<file path="src/rtl/cpw_pkg.sv">
package cpw_pkg;
   typedef enum logic [1:0] {
      KS_SEALED = 2'd0,
      KS_HALF   = 2'd1,
      KS_OPEN   = 2'd2
   } key_state_e;

   localparam int NUM_SRC = 2;
   localparam int SRC_KBD = 0;
   localparam int SRC_MOUSE = 1;
endpackage

</file>
<file path="src/rtl/cpw_keylock.sv">
module cpw_keylock
   import cpw_pkg::*;
#(
   parameter int W = 8,
   parameter logic [W-1:0] KEY_OPEN = 8'h87,
   parameter logic [W-1:0] KEY_CLOSE = 8'hAA
) (
   input  logic         clk,
   input  logic         rst_n,
   input  logic         idx_wr,
   input  logic         data_wr,
   input  logic [W-1:0] wr_byte,
   output logic         cfg_open,
   output logic [W-1:0] sel_idx
);
   key_state_e state;

   generate
      if (KEY_OPEN == KEY_CLOSE) begin : g_bad_keys
         $error("cpw_keylock: open and close keys must differ");
      end
   endgenerate

   always_ff @(posedge clk) begin
      if (!rst_n) begin
         state   <= KS_SEALED;
         sel_idx <= '0;
      end else if (idx_wr) begin
         unique case (state)
            KS_SEALED: state <= (wr_byte == KEY_OPEN) ? KS_HALF : KS_SEALED;
            KS_HALF:   state <= (wr_byte == KEY_OPEN) ? KS_OPEN : KS_SEALED;
            KS_OPEN: begin
               if (wr_byte == KEY_CLOSE) state <= KS_SEALED;
               else sel_idx <= wr_byte;
            end
            default:   state <= KS_SEALED;
         endcase
      end else if (data_wr && state == KS_HALF) begin
         state <= KS_SEALED;
      end
   end

   assign cfg_open = (state == KS_OPEN);

   // the space opens only on the cycle after an opening-key write
   a_r2_open_needs_key: assert property (@(posedge clk) disable iff (!rst_n)
      $rose(cfg_open) |-> $past(idx_wr && wr_byte == KEY_OPEN));

   // the closing key seals an open space
   a_r3_close_seals: assert property (@(posedge clk) disable iff (!rst_n)
      (cfg_open && idx_wr && wr_byte == KEY_CLOSE) |=> !cfg_open);
endmodule

</file>
<file path="src/rtl/cpw_regs.sv">
module cpw_regs
   import cpw_pkg::*;
#(
   parameter int W = 8,
   parameter logic [W-1:0] IDX_PAGE = 8'h07,
   parameter logic [W-1:0] PAGE_WDT = 8'h08,
   parameter logic [W-1:0] IDX_RUN  = 8'h30,
   parameter logic [W-1:0] IDX_UNIT = 8'hF5,
   parameter logic [W-1:0] IDX_CNT  = 8'hF6,
   parameter logic [W-1:0] IDX_SRC  = 8'hF7,
   parameter int RUN_BIT  = 0,
   parameter int UNIT_BIT = 3,
   parameter int KBD_BIT  = 6,
   parameter int MOUSE_BIT = 7
) (
   input  logic               clk,
   input  logic               rst_n,
   input  logic               cfg_open,
   input  logic [W-1:0]       sel_idx,
   input  logic               idx_wr,
   input  logic               data_wr,
   input  logic [W-1:0]       wr_byte,
   output logic               run_bit,
   output logic               unit_min,
   output logic [W-1:0]       cnt_val,
   output logic [NUM_SRC-1:0] src_en,
   output logic               cnt_wr,
   output logic [W-1:0]       rd_byte
);
   localparam logic [W-1:0] ALL_ONES = '1;

   function automatic int src_pos(input int i);
      return (i == SRC_KBD) ? KBD_BIT : MOUSE_BIT;
   endfunction

   logic [W-1:0] page;
   logic         page_hit;
   logic         wr_ok;
   logic [W-1:0] src_rd;

   generate
      if (RUN_BIT >= W || UNIT_BIT >= W || KBD_BIT >= W || MOUSE_BIT >= W) begin : g_bad_bits
         $error("cpw_regs: a field bit lies outside the data width");
      end
      if (KBD_BIT == MOUSE_BIT) begin : g_bad_src
         $error("cpw_regs: interrupt source bits must differ");
      end
   endgenerate

   assign page_hit = (page == PAGE_WDT);
   assign wr_ok    = cfg_open && data_wr && !idx_wr;
   assign cnt_wr   = wr_ok && page_hit && (sel_idx == IDX_CNT);

   always_ff @(posedge clk) begin
      if (!rst_n) begin
         page     <= '0;
         run_bit  <= 1'b0;
         unit_min <= 1'b0;
         cnt_val  <= '0;
      end else if (wr_ok) begin
         if (sel_idx == IDX_PAGE) page <= wr_byte;
         else if (page_hit) begin
            if (sel_idx == IDX_RUN)  run_bit  <= wr_byte[RUN_BIT];
            if (sel_idx == IDX_UNIT) unit_min <= wr_byte[UNIT_BIT];
            if (sel_idx == IDX_CNT)  cnt_val  <= wr_byte;
         end
      end
   end

   generate
      for (genvar i = 0; i < NUM_SRC; i++) begin : g_src
         always_ff @(posedge clk) begin
            if (!rst_n) src_en[i] <= 1'b0;
            else if (wr_ok && page_hit && sel_idx != IDX_PAGE && sel_idx == IDX_SRC)
               src_en[i] <= wr_byte[src_pos(i)];
         end
      end
   endgenerate

   always_comb begin
      src_rd = '0;
      for (int i = 0; i < NUM_SRC; i++) src_rd[src_pos(i)] = src_en[i];
   end

   always_comb begin
      rd_byte = ALL_ONES;
      if (cfg_open) begin
         if (sel_idx == IDX_PAGE) rd_byte = page;
         else if (page_hit) begin
            if (sel_idx == IDX_RUN) begin
               rd_byte = '0;
               rd_byte[RUN_BIT] = run_bit;
            end else if (sel_idx == IDX_UNIT) begin
               rd_byte = '0;
               rd_byte[UNIT_BIT] = unit_min;
            end else if (sel_idx == IDX_CNT) rd_byte = cnt_val;
            else if (sel_idx == IDX_SRC) rd_byte = src_rd;
         end
      end
   end

   // a sealed space reads all ones
   a_r3_sealed_reads_ones: assert property (@(posedge clk) disable iff (!rst_n)
      !cfg_open |-> rd_byte == ALL_ONES);

   // gated data writes leave the watchdog registers alone
   a_r4_gated_write_inert: assert property (@(posedge clk) disable iff (!rst_n)
      (data_wr && !(cfg_open && page_hit)) |=>
         ($stable(run_bit) && $stable(unit_min) && $stable(cnt_val) && $stable(src_en)));
endmodule

</file>
<file path="src/rtl/cpw_timer.sv">
module cpw_timer
   import cpw_pkg::*;
#(
   parameter int W = 8
) (
   input  logic               clk,
   input  logic               rst_n,
   input  logic               run_bit,
   input  logic               jumper_ok,
   input  logic               unit_min,
   input  logic               tick_sec,
   input  logic               tick_min,
   input  logic               cnt_wr,
   input  logic [W-1:0]       wr_byte,
   input  logic [W-1:0]       cnt_val,
   input  logic [NUM_SRC-1:0] src_en,
   input  logic [NUM_SRC-1:0] src_irq,
   output logic               wdt_rst
);
   localparam logic [W-1:0] ONE = W'(1);

   logic [W-1:0]       ctr;
   logic [NUM_SRC-1:0] src_hit;
   logic               active;
   logic               reload;
   logic               step;
   logic [W-1:0]       load_val;

   generate
      for (genvar i = 0; i < NUM_SRC; i++) begin : g_hit
         assign src_hit[i] = src_en[i] & src_irq[i];
      end
   endgenerate

   assign active   = run_bit & jumper_ok;
   assign reload   = cnt_wr | (|src_hit) | !active;
   assign load_val = cnt_wr ? wr_byte : cnt_val;
   assign step     = unit_min ? tick_min : tick_sec;

   always_ff @(posedge clk) begin
      if (!rst_n) begin
         ctr     <= '0;
         wdt_rst <= 1'b0;
      end else begin
         wdt_rst <= 1'b0;
         if (reload) ctr <= load_val;
         else if (step && ctr != '0) begin
            ctr <= ctr - ONE;
            if (ctr == ONE) wdt_rst <= 1'b1;
         end
      end
   end

   // a running counter steps down by exactly one per selected tick
   a_r10_step_one: assert property (@(posedge clk) disable iff (!rst_n)
      (active && !reload && step && ctr != '0) |=> ctr == $past(ctr) - ONE);

   // the counter rests at zero until something reloads it
   a_r11_rest_at_zero: assert property (@(posedge clk) disable iff (!rst_n)
      (ctr == '0 && !reload) |=> ctr == '0);

   // the reset pulse lasts a single cycle
   a_r11_single_pulse: assert property (@(posedge clk) disable iff (!rst_n)
      wdt_rst |=> !wdt_rst);

   // no pulse follows a cycle in which the timer was stopped
   a_r9_quiet_when_stopped: assert property (@(posedge clk) disable iff (!rst_n)
      wdt_rst |-> $past(active));
endmodule

</file>
<file path="src/rtl/cfgport_wdt.sv">
module cfgport_wdt
   import cpw_pkg::*;
#(
   parameter int W = 8,
   parameter logic [W-1:0] KEY_OPEN  = 8'h87,
   parameter logic [W-1:0] KEY_CLOSE = 8'hAA,
   parameter logic [W-1:0] IDX_PAGE  = 8'h07,
   parameter logic [W-1:0] PAGE_WDT  = 8'h08,
   parameter logic [W-1:0] IDX_RUN   = 8'h30,
   parameter logic [W-1:0] IDX_UNIT  = 8'hF5,
   parameter logic [W-1:0] IDX_CNT   = 8'hF6,
   parameter logic [W-1:0] IDX_SRC   = 8'hF7
) (
   input  logic         clk,
   input  logic         rst_n,
   input  logic         idx_wr,
   input  logic         data_wr,
   input  logic [W-1:0] wr_byte,
   output logic [W-1:0] rd_byte,
   input  logic         tick_sec,
   input  logic         tick_min,
   input  logic         kbd_irq,
   input  logic         mouse_irq,
   input  logic         jumper_ok,
   output logic         wdt_rst
);
   logic               cfg_open;
   logic [W-1:0]       sel_idx;
   logic               run_bit;
   logic               unit_min;
   logic [W-1:0]       cnt_val;
   logic [NUM_SRC-1:0] src_en;
   logic [NUM_SRC-1:0] src_irq;
   logic               cnt_wr;

   generate
      if (W < 8) begin : g_bad_width
         $error("cfgport_wdt: data width must be at least 8");
      end
   endgenerate

   assign src_irq[SRC_KBD]   = kbd_irq;
   assign src_irq[SRC_MOUSE] = mouse_irq;

   cpw_keylock #(.W(W), .KEY_OPEN(KEY_OPEN), .KEY_CLOSE(KEY_CLOSE)) u_lock (
      .clk(clk), .rst_n(rst_n), .idx_wr(idx_wr), .data_wr(data_wr),
      .wr_byte(wr_byte), .cfg_open(cfg_open), .sel_idx(sel_idx)
   );

   cpw_regs #(.W(W), .IDX_PAGE(IDX_PAGE), .PAGE_WDT(PAGE_WDT), .IDX_RUN(IDX_RUN),
              .IDX_UNIT(IDX_UNIT), .IDX_CNT(IDX_CNT), .IDX_SRC(IDX_SRC)) u_regs (
      .clk(clk), .rst_n(rst_n), .cfg_open(cfg_open), .sel_idx(sel_idx),
      .idx_wr(idx_wr), .data_wr(data_wr), .wr_byte(wr_byte), .run_bit(run_bit),
      .unit_min(unit_min), .cnt_val(cnt_val), .src_en(src_en), .cnt_wr(cnt_wr),
      .rd_byte(rd_byte)
   );

   cpw_timer #(.W(W)) u_timer (
      .clk(clk), .rst_n(rst_n), .run_bit(run_bit), .jumper_ok(jumper_ok),
      .unit_min(unit_min), .tick_sec(tick_sec), .tick_min(tick_min),
      .cnt_wr(cnt_wr), .wr_byte(wr_byte), .cnt_val(cnt_val), .src_en(src_en),
      .src_irq(src_irq), .wdt_rst(wdt_rst)
   );
endmodule

</file>
<file path="config.mk">
export PLATFORM = sky130hd
export DESIGN_NAME = cfgport_wdt
export DESIGN_NICKNAME = d
export VERILOG_FILES = /design/src/rtl/cpw_pkg.sv /design/src/rtl/cpw_keylock.sv /design/src/rtl/cpw_regs.sv /design/src/rtl/cpw_timer.sv /design/src/rtl/cfgport_wdt.sv
export SDC_FILE = /design/constraint.sdc
export NUM_CORES = 1
export LEC_CHECK = 0
export BUFFER_PORTS_ARGS = -buffer_cell sky130_fd_sc_hd__buf_4
export CAP_MARGIN = 40
export CORE_MARGIN = 10
export CORE_UTILIZATION = 62
export DETAILED_ROUTE_END_ITERATION = 6
export GPL_TIMING_DRIVEN = 1
export PLACE_DENSITY = 0.81
export SLEW_MARGIN = 20
export SYNTH_ARGS = -nofsm -noshare
export SYNTH_HDL_FRONTEND = slang
export SYNTH_SLANG_ARGS = --single-unit
export TNS_END_PERCENT = 30
</file>
<file path="constraint.sdc">
create_clock -name clk -period 5.6 [get_ports clk]
set_input_delay 1.12 -clock clk [delete_from_list [all_inputs] [get_ports clk]]
set_output_delay 1.12 -clock clk [all_outputs]
set_load 0.02 [all_outputs]
</file>
==> reports/metrics.cfg <==
[run_status]
status = completed

[placed_design]
dp_hpwl_mm = 4.210
numPortBuffers = 25
gp_congestion = 0.9087
dp_cells = 333

[setup_path]
cp_max_fo = 5
cpMaxStageDelayCell = nor3_1
crit_chain = nor4_2 -> and2_1 -> nand2_1 -> nor3_1 -> a31oi_1 -> buf_4
setup.worst_path.start_class = flop
critPathKind = reg2out
end_kind = output pin
r2r_slack_ns = 3.30
arrival_ns = 2.30
path_buf_inv = 1
critical_path_required_ns = 4.48
cpPeakStageDelay_ns = 0.49
cp_top_family = simple AND/OR/NAND/NOR gates

[global_route]
busiest_layer = met2
grt_usage = 0.1823
grt_pass1_vias = 2023
overflow = 0
antenna_found_initial = 0
grtUsageMet1 = 0.2187
grt_util_met2 = 0.3099
grt_max_degree = 28
grt_pass1_wl_mm = 9.480
met3_usage = 0.04167

[timing]
skew_ns = 0.008795
clock.fmax_ghz = 0.2925
tightest_slew_ns = 0.7423
grt_setup_unrepaired = false
drv_slew = 0
hold_viol_final = 0
finalSetupViolations = 0
fin_crit_ns = 3.419
setup_tns_ns = 0
min_period_over_period = 0.6106
whs_ns = 0.4905
timing.slew.headroom = 0.5021

[die]
die_x_um = 79.67
start_util = 0.6512
die-area_mm2 = 0.006347
die_h_um = 79.67
rows = 21
ios = 26
core_mm2 = 0.003390

[power_and_ir_drop]
vdd_ir_drop_max_mv = 0.1497
p_switching_w = 0.0001050
p_int_w = 0.0003449
p_comb_frac = 0.054
leakagePower_nw = 0.8466
p_sw_frac = 0.2334
p_seq_frac = 0.616
power_frac_clock = 0.330
cellPowerDensity_mw_per_mm2 = 182.2

[clock_tree]
cts_buffers = 5
path_clk_slew_ns = 0.10
postCtsSetupBuffers = 0
h-tree-depth = 2
clk_latency_ns = 0.35
max-clock-path-buffers = 2
holdBufCountCts = 0
cts_resized = 0
cts_tree = done
cts_root_buffer = clkbuf_4
clock_sinks = 39

[finish]
finalNonFillerCells = 340
synthToLayoutAreaGrowth_pct = 11.90
drive_gt1_frac = 0.1599
antennaDiodeCount = 0
fin_nets = 314
n_fill_cell = 283
ff_latch_area_um2 = 780.7
multi_input_area_mm2 = 0.001335

[synth]
synth_edf_count = 0
ys.flop_type = dfxtp_1
synth-seq-cells = 39
netlist_area_mm2 = 0.002207
avgSynthCellArea_um2 = 8.144
postSynthCellCount = 271
yosys_warnings = 0
ys_types = 53
synth_seq_area_share = 0.3537
async_flop_share = 0
synthesis.nets = 291

[detailed_routing]
drc = 0
dr.pass1.iters = 4
vias_per_cell = 6.215
wl_per_cell_um = 16.58
drt_iter0_drc = 165
ant_nets = 0
routed_wl_mm = 5.636
vias = 2113

[job]
cap_violations = 0

[worst_hold_path]
min_path_type = reg2reg

==> per-stage QoR <==
step / power [W] / util / instance area (µm²) / setup slack (ns)
CTS: 0.0004525 / 0.7287 / 2470 / 2.200
finish: 0.0004499 / 0.7287 / 2470 / 2.181
global placement: 0.0003069 / 0.7121 / 2414 / 2.641
global route: 0.0004648 / 0.7287 / 2470 / 2.022
floorplan: 0.0002912 / - / 2207 / 2.788
detailed placement: 0.0003074 / 0.7121 / 2414 / 2.605
==> Yosys cell counts, types with 2 or more instances <==
cell | instances | area share
dfxtp_1 | 39 | 0.35
nor4_1 | 3 | 0.0085
ha_1 | 3 | 0.017
nor4_4 | 2 | 0.019
xnor2_1 | 5 | 0.020
a221oi_1 | 2 | 0.0079
clkbuf_1 | 8 | 0.014
a31oi_1 | 5 | 0.014
nand2_1 | 33 | 0.056
o221ai_1 | 2 | 0.0079
o21ai_0 | 7 | 0.016
mux2_2 | 2 | 0.010
nor2_1 | 35 | 0.060
nor4_2 | 2 | 0.011
o211ai_1 | 4 | 0.014
o21bai_1 | 5 | 0.017
o21ai_1 | 7 | 0.016
nand3_1 | 12 | 0.027
nand4_1 | 3 | 0.0085
a21oi_1 | 22 | 0.050
inv_1 | 11 | 0.019
o21a_1 | 3 | 0.010
nor3_1 | 7 | 0.016
mux2i_1 | 15 | 0.068
and4_1 | 4 | 0.016
and2_1 | 3 | 0.0085
==> final timing paths <==
path | start | end | depth (start not counted)
worst min register to register | u_regs.page[0] | u_regs.page[0] | 2
worst min-delay path | u_regs.page[0] | u_regs.page[0] | 2
worst max register to register | u_lock.state[0] | u_timer.ctr[7] | 5
worst max-delay path | u_regs.page[7] | rd_byte[0] | 6
==> per-layer routing <==
layer,up-vias,share of wire
met5,-,0
met1,995,0.42
met3,14,0.069
met2,74,0.49
li1,1030,-
met4,0,0.022
==> final cells by class <==
| cell class | count | area share |
|---|---|---|
| clock buffer | 6 | 0.02077 |
| clock inverter | 1 | 0.002026 |
| inverter | 12 | 0.01824 |
| multi-input combinational | 210 | 0.5405 |
| sequential | 39 | 0.3161 |
| tap | 46 | 0.02330 |
| timing repair buffer | 26 | 0.07903 |
==> state kept, by name, summed over array words and instances (netlist names) <==
name / cells
u_regs.unit_min: 1
u_timer.ctr: 8
u_lock.sel_idx: 8
u_timer.wdt_rst: 1
u_regs.run_bit: 1
u_regs.src_en: 2
u_regs.cnt_val: 8
u_lock.state: 2
u_regs.page: 8
==> worst register-to-register path: stages, from the launching register on <==
cell	delay [ns]
dfxtp_1	0.35
and2b_1	0.33
nand3_1	0.35
nor2_1	0.68
a2111oi_0	0.17
nor4_1	0.34
==> power groups by stage <==
stage	sequential [W]	clock (W)	combinational, W
floorplan	0.000284	0	0.00000758
global placement	0.000284	0	0.0000234
detailed placement	0.000284	0	0.0000238
CTS	0.000277	0.000151	0.0000239
global route	0.000277	0.000161	0.0000262
finish	0.000277	0.000148	0.0000243
==> cells in the final DEF, fill, tap and decap left out, drive strengths merged, types with 2 or more instances in the layout <==
cell type / count
a221oi: 2
nor2: 35
o21ai: 14
mux2: 2
buf: 26
and2: 4
clkinv: 2
inv: 11
o211ai: 5
and4: 4
nor4: 7
o21a: 3
ha: 3
nand2: 34
nand3: 12
a31oi: 5
o221ai: 2
a41oi: 2
xnor2: 5
a21oi: 22
nand4: 3
clkbuf: 6
nor3: 7
dfxtp: 39
o21bai: 5
mux2i: 15
==> logic make-up after synthesis <==
logic type / after synthesis / share of synthesized area
fa+ha+maj: 3 / 0.01701
buf+inv: 22 / 0.04138
compound gates: 67 / 0.2013
flops: 39 / 0.3537
simple gates: 117 / 0.2846
mux: 17 / 0.07823
xor+xnor: 6 / 0.02381
Power figures use the tool's default switching activity.
